<file path="src/rtl/xsext_unit.sv">
module xsext_unit #(
  parameter int DW = 64
) (
  input  logic          clk,
  input  logic          rst_n,
  input  logic          in_vld,
  input  logic [DW-1:0] src,
  input  logic [1:0]    op,
  input  logic [1:0]    xw_sel,
  input  logic          fixed_sz,
  output logic [DW-1:0] res,
  output logic          illegal,
  output logic          out_vld
);
  localparam int LW = $clog2(DW) + 1;

  logic [LW-1:0] xlen, fld;
  logic [DW-1:0] wmask, fmask, nxt;
  logic          sgn;

  assign xlen = LW'(8) << xw_sel;

  always_comb begin
    if (op == 2'b11) fld = xlen;
    else if (fixed_sz) fld = (LW'(8) << op) > xlen ? xlen : (LW'(8) << op);
    else fld = xlen >> (2'd3 - op);
  end

  assign wmask = (xlen >= LW'(DW)) ? '1 : ((DW'(1) << xlen) - DW'(1));
  assign fmask = (fld >= LW'(DW)) ? '1 : ((DW'(1) << fld) - DW'(1));
  assign sgn   = src[fld - LW'(1)];
  assign nxt   = ((src & fmask) | ({DW{sgn}} & ~fmask)) & wmask;

  always_ff @(posedge clk or negedge rst_n) begin
    if (!rst_n) begin
      res     <= '0;
      illegal <= 1'b0;
      out_vld <= 1'b0;
    end else begin
      out_vld <= in_vld;
      if (in_vld) begin
        res     <= nxt;
        illegal <= (op == 2'b11);
      end
    end
  end
endmodule


</file>
<file path="config.mk">
export PLATFORM = sky130hd
export DESIGN_NAME = xsext_unit
export DESIGN_NICKNAME = d
export VERILOG_FILES = /design/src/rtl/xsext_unit.sv
export SDC_FILE = /design/constraint.sdc
export NUM_CORES = 1
export LEC_CHECK = 0
export ABC_CLOCK_PERIOD_IN_PS = 860
export BUFFER_PORTS_ARGS = -buffer_cell sky130_fd_sc_hd__buf_4
export CAP_MARGIN = 20
export CORE_MARGIN = 2
export CORE_UTILIZATION = 54
export CTS_BUF_LIST = sky130_fd_sc_hd__clkbuf_16
export DETAILED_ROUTE_END_ITERATION = 12
export PLACE_DENSITY = 0.8
export SLEW_MARGIN = 10
export SYNTH_ARGS = -nofsm -noshare
export SYNTH_HDL_FRONTEND = slang
export SYNTH_SLANG_ARGS = --single-unit
</file>
<file path="constraint.sdc">
create_clock -name clk -period 0.86 [get_ports clk]
set_input_delay 0.172 -clock clk [delete_from_list [all_inputs] [get_ports clk]]
set_output_delay 0.172 -clock clk [all_outputs]
set_load 0.03 [all_outputs]
</file>
==> results of run 1 <==
-- cells by family after synthesis --
family | synth area share [%]
compound gates | 31.29
mux | 8.696
simple gates | 17.59
buf+inv | 5.822
flops | 32.98
fa+ha+maj | 2.249
xor+xnor | 1.374
-- per-stage QoR --
stage	worst slack, ps	hold slack [ps]	TNS [ps]	util (%)	cells
3_5_place_dp	-2823	96.84	-173060	81.46	932
3_3_place_gp	-2652	96.56	-165330	81.46	932
2_1_floorplan	-2914	-123.6	-158670	-	569
-- synthesized netlist by cell type, drive strengths merged (12+ instances only) --
library cell and count:
dfrtp 66, nand2 59, o21ai 37, nor2 36, clkbuf 35, o31ai 32, a21oi 31, inv 21
nand3 21, a32oi 16, and3 15, a31oi 12, buf 12, mux2i 12, mux4 12
==> metrics.md, run 1 <==
| Metric | Value |
|---|---|
| Synthesized net count | `650` |
| Clock tree sinks | `66` |
| Die Wd | `100.3 um` |
| Number of synthesized register bits | `66` |
| Placement-stage cell area | `0.007420 sq mm` |
| First error message | `[ERROR DPL-0033] detailed placement checks failed during check placement.` |
| Gpl congestion | `1.039` |
| Count of hold-fix buffers inserted at cts | `1` |
| Number of enable-type register cells in the synthesized netlist | `0` |
| Placement row count | `35` |
| H-tree Lvls | `3` |
| Run status | `aborted with a tool error` |
| Dominant cell type by area after synthesis | `dfrtp_1` |
| Port Buffers | `137` |
| Total of warnings raised by yosys | `0` |
| Number of top-level design ports | `138` |
| Cell area after synthesis | `0.005007 sq mm` |
| Fraction of registers with async set/reset | `100.0%` |
| Cts bufs inserted | `9` |
| Number of buffers on the longest clock path | `2` |
| Post_cts resized | `173` |
| Cells after synthesis | `569` |
| Mean instance size in the synthesized netlist | `8.800 sq um` |
| Area fraction of the dominant cell type after synthesis | `32.98%` |
| Netlist cell types | `76` |
| Leading register cell type out of synthesis | `dfrtp_1` |
| Initial core utilization | `54.97%` |
| Buffer type at the clock tree root | `clkbuf_16` |
| Failed at | `4_1_cts` |
| Sequential fraction of the synthesis area | `32.98%` |
| Leading post-synthesis cells by cell area | `dfrtp_1, mux4_2, o31ai_1` |
| Total setup buffers inserted after CTS | `55` |
| Half-perimeter wire length after detailed placement | `15.52 mm` |
| Overall die height | `100.3 um` |
==> inputs of run 2 (changes only) <==
--- a/config.mk
+++ b/config.mk
@@ -9,10 +9,9 @@
 export BUFFER_PORTS_ARGS = -buffer_cell sky130_fd_sc_hd__buf_4
 export CAP_MARGIN = 20
 export CORE_MARGIN = 2
-export CORE_UTILIZATION = 54
-export CTS_BUF_LIST = sky130_fd_sc_hd__clkbuf_16
+export CORE_UTILIZATION = 40
 export DETAILED_ROUTE_END_ITERATION = 12
-export PLACE_DENSITY = 0.8
+export PLACE_DENSITY_LB_ADDON = 0.15
 export SLEW_MARGIN = 10
 export SYNTH_ARGS = -nofsm -noshare
 export SYNTH_HDL_FRONTEND = slang
==> metrics.md, run 2 <==
| Metric | Value |
|---|---|
| Cell area after synthesis | `0.005007 sq mm` |
| Layout Nets | `1013` |
| Max-slew headroom at the worst pin | `55.16%` |
| Number of global-route vias before repair | `6340` |
| Share of the clock period used by the worst path after layout | `367.6%` |
| Global route overflow | `0` |
| Vias/cell | `5.936` |
| Half-perimeter wire length after detailed placement | `15.47 mm` |
| Number of synthesized register bits | `66` |
| Dominant cell type by area after synthesis | `dfrtp_1` |
| Leading register cell type out of synthesis | `dfrtp_1` |
| Sequential fraction of design power | `20.6%` |
| Multi-input combinational cell area | `0.004053 sq mm` |
| Max Freq | `316.3 MHz` |
| Total of fill cells in the finished design | `738` |
| Area fraction of the dominant cell type after synthesis | `32.98%` |
| DR vias | `6559` |
| Count of antenna-violating nets left after detailed routing | `0` |
| Critical-path maximum fanout | `6` |
| Setup crit start kind | `input pin` |
| Final Util | `82.22%` |
| Port Buffers | `137` |
| Fraction of registers with async set/reset | `100.0%` |
| Number of enable-type register cells in the synthesized netlist | `0` |
| Net switching power figure | `8.128 mW` |
| Clock tree sinks | `66` |
| Final setup violation count | `130` |
| CP endpoint kind | `register` |
| Number of buffers on the longest clock path | `2` |
| Floorplan core area | `0.01211 sq mm` |
| Leading post-synthesis cells by cell area | `dfrtp_1, mux4_2, o31ai_1` |
| HP Class | `in -> reg` |
| Overall die height | `115.9 um` |
| Largest vdd supply drop | `1.869 mV` |
| Wire length reported by the detailed router | `24.17 mm` |
| Combinational fraction of design power | `59.8%` |
| Layout cell share with drive strength beyond 1 | `62.33%` |
| Die Wd | `115.9 um` |
| GR Util All Layers | `33.36%` |
| Mean instance size in the synthesized netlist | `8.800 sq um` |
| Run status | `finished with violations` |
| Total leakage power | `4.614 nW` |
| Unrepaired setup endpoints after global routing | `true` |
| Pin count of the biggest net entering global routing | `48` |
| Initial core utilization | `41.34%` |
| Register with the most flip-flops | `res` |
| Worst-case clock skew | `0 ps` |
| Global-route wire length before repair | `33.97 mm` |
| H-tree Lvls | `3` |
| Maximum capacitance violations | `0` |
| Number of top-level design ports | `138` |
| Cells after synthesis | `569` |
| Initial DRC Count | `472` |
| # DRC | `0` |
| Flip-flop count of the largest register after layout | `64` |
| Share of total power in the clock network | `19.6%` |
| Netlist cell types | `76` |
| PwrDens | `2078 mW/mm^2` |
| Die Footprint | `0.01343 sq mm` |
| Top cells by count, synth | `dfrtp_1, nand2_1, clkbuf_1, nor2_1, o31ai_1` |
| Violations in the final reports | `negative setup slack` |
| Synthesized net count | `650` |
| Gpl congestion | `1.008` |
| Area growth from synthesis to layout | `98.88%` |
| Non-filler cells in the finished layout | `1105` |
| Most used cells in the layout excluding fill and tap cells | `buf_4, buf_6, dfrtp_1` |
| Total of warnings raised by yosys | `0` |
| Seq. cell area | `0.001653 sq mm` |
| Setup slack after layout | `-2301 ps` |
| Clock tree from TritonCTS | `done` |
| Number of diodes added for antenna fixing | `0` |
| Number of instances in the placed design | `1005` |
| Most common cell in the synthesized netlist | `dfrtp_1` |
| Number of antenna violations at the first check in global routing | `0` |
| Worst-margin pin slew | `671.0 ps` |
| Int Pwr | `12.57 mW` |
| Setup Crit Path Kind | `in -> reg` |
| Clock insertion delay at the later pin of the skew report | `340 ps` |
| Detailed-routing iteration count for the pre-antenna-repair pass | `5` |
| Buffer type at the clock tree root | `clkbuf_16` |
| Cts bufs inserted | `9` |
| Sw Share | `39.27%` |
| CP Data Required Time | `1060 ps` |
| Time the worst path needs with I/O delays and setup | `3161 ps` |
| Most common cell after layout, fill and taps aside | `buf_4` |
| Worst endpoint data arrival time | `3360 ps` |
| Placement row count | `40` |
| Largest registers in the final layout | `res x64, illegal x1, out_vld x1` |
| Average wire length per cell after detail routing | `21.87 um` |
| Sequential fraction of the synthesis area | `32.98%` |
| Number of hold violations in the final report | `0` |
| Final Slew Violations | `0` |
| Clock-pin slew on the worst setup and hold paths | `60 ps` |
==> run 2: cell counts after synthesis <==
No cell type changed its count.
==> run 2: kinds of logic after synthesis <==
family	after synthesis	share of synthesized area [%]
muxes	28	8.696
DFF	66	32.98
adders and majority gates	9	2.249
buffers and inverters	70	5.822
xor gates and xnor gates	7	1.374
and+or+nand+nor	178	17.59
AOI/OAI and AO/OA	211	31.29
==> run 2: final cells by class <==
type / count / share of cell area (%)
timing repair buffer: 398 / 36.39
clock buffer: 11 / 2.437
clock inverter: 5 / 0.7790
inverter: 23 / 0.9926
tap: 168 / 2.111
sequential: 66 / 16.60
multi-input combinational: 434 / 40.70
==> run 2: stage by stage <==
| step | setup TNS, ps | area, sq um | total power [mW] | setup slack (ps) | hold slack [ps] |
|---|---|---|---|---|---|
| floorplan | -158670 | 5320 | 8.577 | -2914 | -123.6 |
| global placement | -164400 | 7624 | 11.80 | -2644 | 27.25 |
| detailed placement | -171850 | 7624 | 11.90 | -2789 | 28.12 |
| CTS | -151060 | 9284 | 19.10 | -2254 | 86.89 |
| global route | -161550 | 9958 | 21.37 | -2454 | 107.9 |
| finish | -155190 | 9958 | 20.70 | -2301 | 93.50 |
==> run 2: final timing paths <==
check                                          from                  end  slack, ps  cells after the start
worst min register to register  res[47]$_DFFE_PN0P_  res[47]$_DFFE_PN0P_        530                      2
worst max register to register  res[44]$_DFFE_PN0P_  res[44]$_DFFE_PN0P_       -160                      3
worst min-delay path                         src[1]   res[1]$_DFFE_PN0P_         90                      3
min in group asynchronous                     rst_n  res[60]$_DFFE_PN0P_        230                      2
max in group asynchronous                     rst_n  res[15]$_DFFE_PN0P_        220                      3
worst max-delay path                          op[1]  res[23]$_DFFE_PN0P_      -2300                     15
==> run 2: critical path, stage by stage <==
cell      delay, ps
buf_12          110
buf_6           110
or2_4           230
or3_4           360
ha_4            370
mux4_2          580
mux2i_1         190
o211ai_1        140
a311oi_2        350
o22ai_4         180
nand2_4         130
buf_12          120
buf_12          110
buf_16          130
o31ai_2          70
==> run 2: routing by layer <==
metal | GRT usage [%] | part of all wire [%] | vias to the layer above
met4 | 15.08 | 3.4 | 0
met5 | 0 | 0 | -
met1 | 42.73 | 40 | 3228
li1 | - | - | 2923
met3 | 7.793 | 7.6 | 78
met2 | 53.80 | 49 | 330
==> run 2: power groups by stage <==
stage / combinational [mW] / clock (mW) / sequential, mW
floorplan: 3.24 / 0 / 5.34
global placement: 7.66 / 0 / 4.14
detailed placement: 7.74 / 0 / 4.16
CTS: 10.8 / 4.06 / 4.21
global route: 12.9 / 4.21 / 4.31
finish: 12.4 / 4.06 / 4.26
==> run 2: repair_timing <==
item / in CTS / in global routing
setup endpoints to repair: 130 / 131
hold endpoints to repair: 66 / 0
buffers inserted: 54 / 36
hold buffers: 1 / 0
cloned: 7 / 2
pin swaps: 57 / 59
gates resized for setup: 182 / 110
No activity file was read; power rests on OpenSTA's default activity.
==> inputs of run 3 (changes only) <==
--- a/config.mk
+++ b/config.mk
@@ -11,6 +11,7 @@
 export CORE_MARGIN = 2
 export CORE_UTILIZATION = 40
 export DETAILED_ROUTE_END_ITERATION = 12
+export GPL_TIMING_DRIVEN = 0
 export PLACE_DENSITY_LB_ADDON = 0.15
 export SLEW_MARGIN = 10
 export SYNTH_ARGS = -nofsm -noshare
==> metrics.md, run 3 (synthesis gave the netlist of run 2 again) <==
| Metric | Value |
|---|---|
| Final Util | `75.22%` |
| Overall die height | `115.9 um` |
| Detailed-routing iteration count for the pre-antenna-repair pass | `5` |
| Int Pwr | `12.03 mW` |
| Seq. cell area | `0.001653 sq mm` |
| Maximum capacitance violations | `0` |
| Slowest library cell on the worst path | `or3_4` |
| Flip-flop count of the largest register after layout | `64` |
| Largest vdd supply drop | `1.646 mV` |
| Multi-input combinational cell area | `0.004023 sq mm` |
| Clock tree from TritonCTS | `done` |
| Clock tree sinks | `66` |
| Layout Nets | `917` |
| Wire length reported by the detailed router | `22.22 mm` |
| Setup slack after layout | `-2557 ps` |
| DR vias | `6137` |
| Slowest Stage Delay on Critical Path | `410 ps` |
| Sw Share | `38.84%` |
| Cell breakdown of the critical path | `buf_8, buf_12, and2_4, clkinv_8, ha_4, nand2_1, a21oi_2, nand2_1, a41o_4, or3_4, nor3_4, nand2_2, ha_4, buf_4, buf_6, buf_6, o311ai_4, nand2_1, mux2i_1, a22oi_1, o31ai_1` |
| Violations in the final reports | `negative hold slack, negative setup slack` |
| Most common cell after layout, fill and taps aside | `buf_4` |
| Layout cell share with drive strength beyond 1 | `54.58%` |
| CP endpoint kind | `register` |
| CP Data Required Time | `1110 ps` |
| Global-route wire length before repair | `32.75 mm` |
| Final Slew Violations | `0` |
| Non-filler cells in the finished layout | `1009` |
| Average wire length per cell after detail routing | `22.02 um` |
| Total of fill cells in the finished design | `859` |
| Buffer type at the clock tree root | `clkbuf_16` |
| Half-perimeter wire length after detailed placement | `14.57 mm` |
| Number of diodes added for antenna fixing | `0` |
| H-tree Lvls | `3` |
| HP Class | `in -> async` |
| GR Util All Layers | `32.35%` |
| Final setup violation count | `130` |
| Summed negative setup slack over all endpoints | `-164380 ps` |
| Setup crit start kind | `input pin` |
| Worst-margin pin slew | `872.2 ps` |
| Number of global-route vias before repair | `5923` |
| Placement-stage worst setup slack | `-3710 ps` |
| Number of top-level design ports | `138` |
| Sequential fraction of design power | `21.6%` |
| Final Instance Area | `0.009110 sq mm` |
| Total leakage power | `4.063 nW` |
| Register with the most flip-flops | `res` |
| Share of the clock period used by the worst path after layout | `397.3%` |
| Pin count of the biggest net entering global routing | `67` |
| Vias/cell | `6.082` |
| Placement-stage cell area | `0.006559 sq mm` |
| Combinational fraction of design power | `56.5%` |
| Area growth from synthesis to layout | `81.93%` |
| Worst-case clock skew | `0 ps` |
| Number of instances in the placed design | `874` |
| Die Footprint | `0.01343 sq mm` |
| Unrepaired setup endpoints after global routing | `true` |
| Net switching power figure | `7.642 mW` |
| Port Buffers | `137` |
| Most used cells in the layout excluding fill and tap cells | `buf_4, buf_6, dfrtp_1` |
| Gpl congestion | `0.9842` |
| Number of buffers on the longest clock path | `2` |
| PwrDens | `2160 mW/mm^2` |
| Global route overflow | `0` |
| Placement row count | `40` |
| Number of antenna violations at the first check in global routing | `0` |
| Initial DRC Count | `638` |
| Time the worst path needs with I/O delays and setup | `3417 ps` |
| Max Freq | `292.6 MHz` |
| Setup Crit Path Kind | `in -> reg` |
| Largest registers in the final layout | `res x64, illegal x1, out_vld x1` |
| Die Wd | `115.9 um` |
| # DRC | `0` |
| Initial core utilization | `41.34%` |
| PnR Total Power | `19.68 mW` |
| Floorplan core area | `0.01211 sq mm` |
| Clock insertion delay at the later pin of the skew report | `340 ps` |
| Count of antenna-violating nets left after detailed routing | `0` |
| Run status | `finished with violations` |
| Library cell appearing most often on the critical path | `nand2_1` |
| Share of total power in the clock network | `21.9%` |
| Critical-path maximum fanout | `8` |
| Number of hold violations in the final report | `66` |
| Count of hold-fix buffers inserted at cts | `1` |
| Cts bufs inserted | `9` |
| Hold_ws | `-75.18 ps` |
| Max-slew headroom at the worst pin | `41.85%` |
| Worst endpoint data arrival time | `3670 ps` |
| Clock-pin slew on the worst setup and hold paths | `60 ps` |
-- run 3: cell types whose count changed in the layout (fill, tap and decap cells not counted), moves of 7 or more --
cell	delta
o21ai_1	+7
clkbuf_1	+19
o31ai_1	+9
o21ai_2	-7
o31ai_4	-7
buf_4	-118
-- run 3: worst max-delay path: cells and delay by family --
kind | cells | cell delay [ps]
buffers and inverters | 6 | 620
AO/OA/AOI/OAI | 5 | 730
adder cells (fa/ha/maj) | 2 | 490
multiplexers | 1 | 270
AND/OR/NAND/NOR | 7 | 1370
-- run 3: area by class of cell --
| type | instances | area share (%) |
|---|---|---|
| Buffer | 40 | 3.818 |
| Clock buffer | 11 | 2.555 |
| Clock inverter | 5 | 1.126 |
| Inverter | 23 | 1.126 |
| Multi-Input combinational cell | 433 | 44.16 |
| Sequential cell | 66 | 18.14 |
| Tap cell | 168 | 2.307 |
| Timing Repair Buffer | 263 | 26.77 |
-- run 3: final timing paths --
| kind | start | endpoint | slack (ps) | cells past startpoint |
|---|---|---|---|---|
| max | xw_sel[0] | res[8]$_DFFE_PN0P_ | -2560 | 21 |
| min | rst_n | res[46]$_DFFE_PN0P_ | -80 | 1 |
| max reg2reg | res[46]$_DFFE_PN0P_ | res[46]$_DFFE_PN0P_ | -210 | 3 |
| min reg2reg | res[36]$_DFFE_PN0P_ | res[36]$_DFFE_PN0P_ | 520 | 2 |
| max in group asynchronous | rst_n | res[45]$_DFFE_PN0P_ | 340 | 1 |
| min in group clk | src[4] | res[4]$_DFFE_PN0P_ | 80 | 3 |
-- run 3: power by group through the flow --
stage / clock, mW / sequential (mW) / combinational (mW)
after floorplan: 0 / 5.34 / 3.24
after detailed placement: 0 / 4.16 / 6.86
final: 4.31 / 4.24 / 11.1
after global placement: 0 / 4.15 / 6.81
after CTS: 4.29 / 4.21 / 9.75
after global routing: 4.44 / 4.29 / 11.6
-- run 3: metal layers --
layer	global-route usage, %	wire (um)	vias up
li1	-	-	2717
met5	0	0	-
met3	6.590	1925	57
met4	14.29	817	0
met1	43.23	9068	3020
met2	50.92	10410	343
-- run 3: what timing repair did --
item                                    CTS  global route
resized for setup                       183            93
pin swaps                                57            35
endpoints found under the hold margin    41             1
endpoints found under the setup margin  130           130
setup buffers                            86            40
gates cloned                              5             1
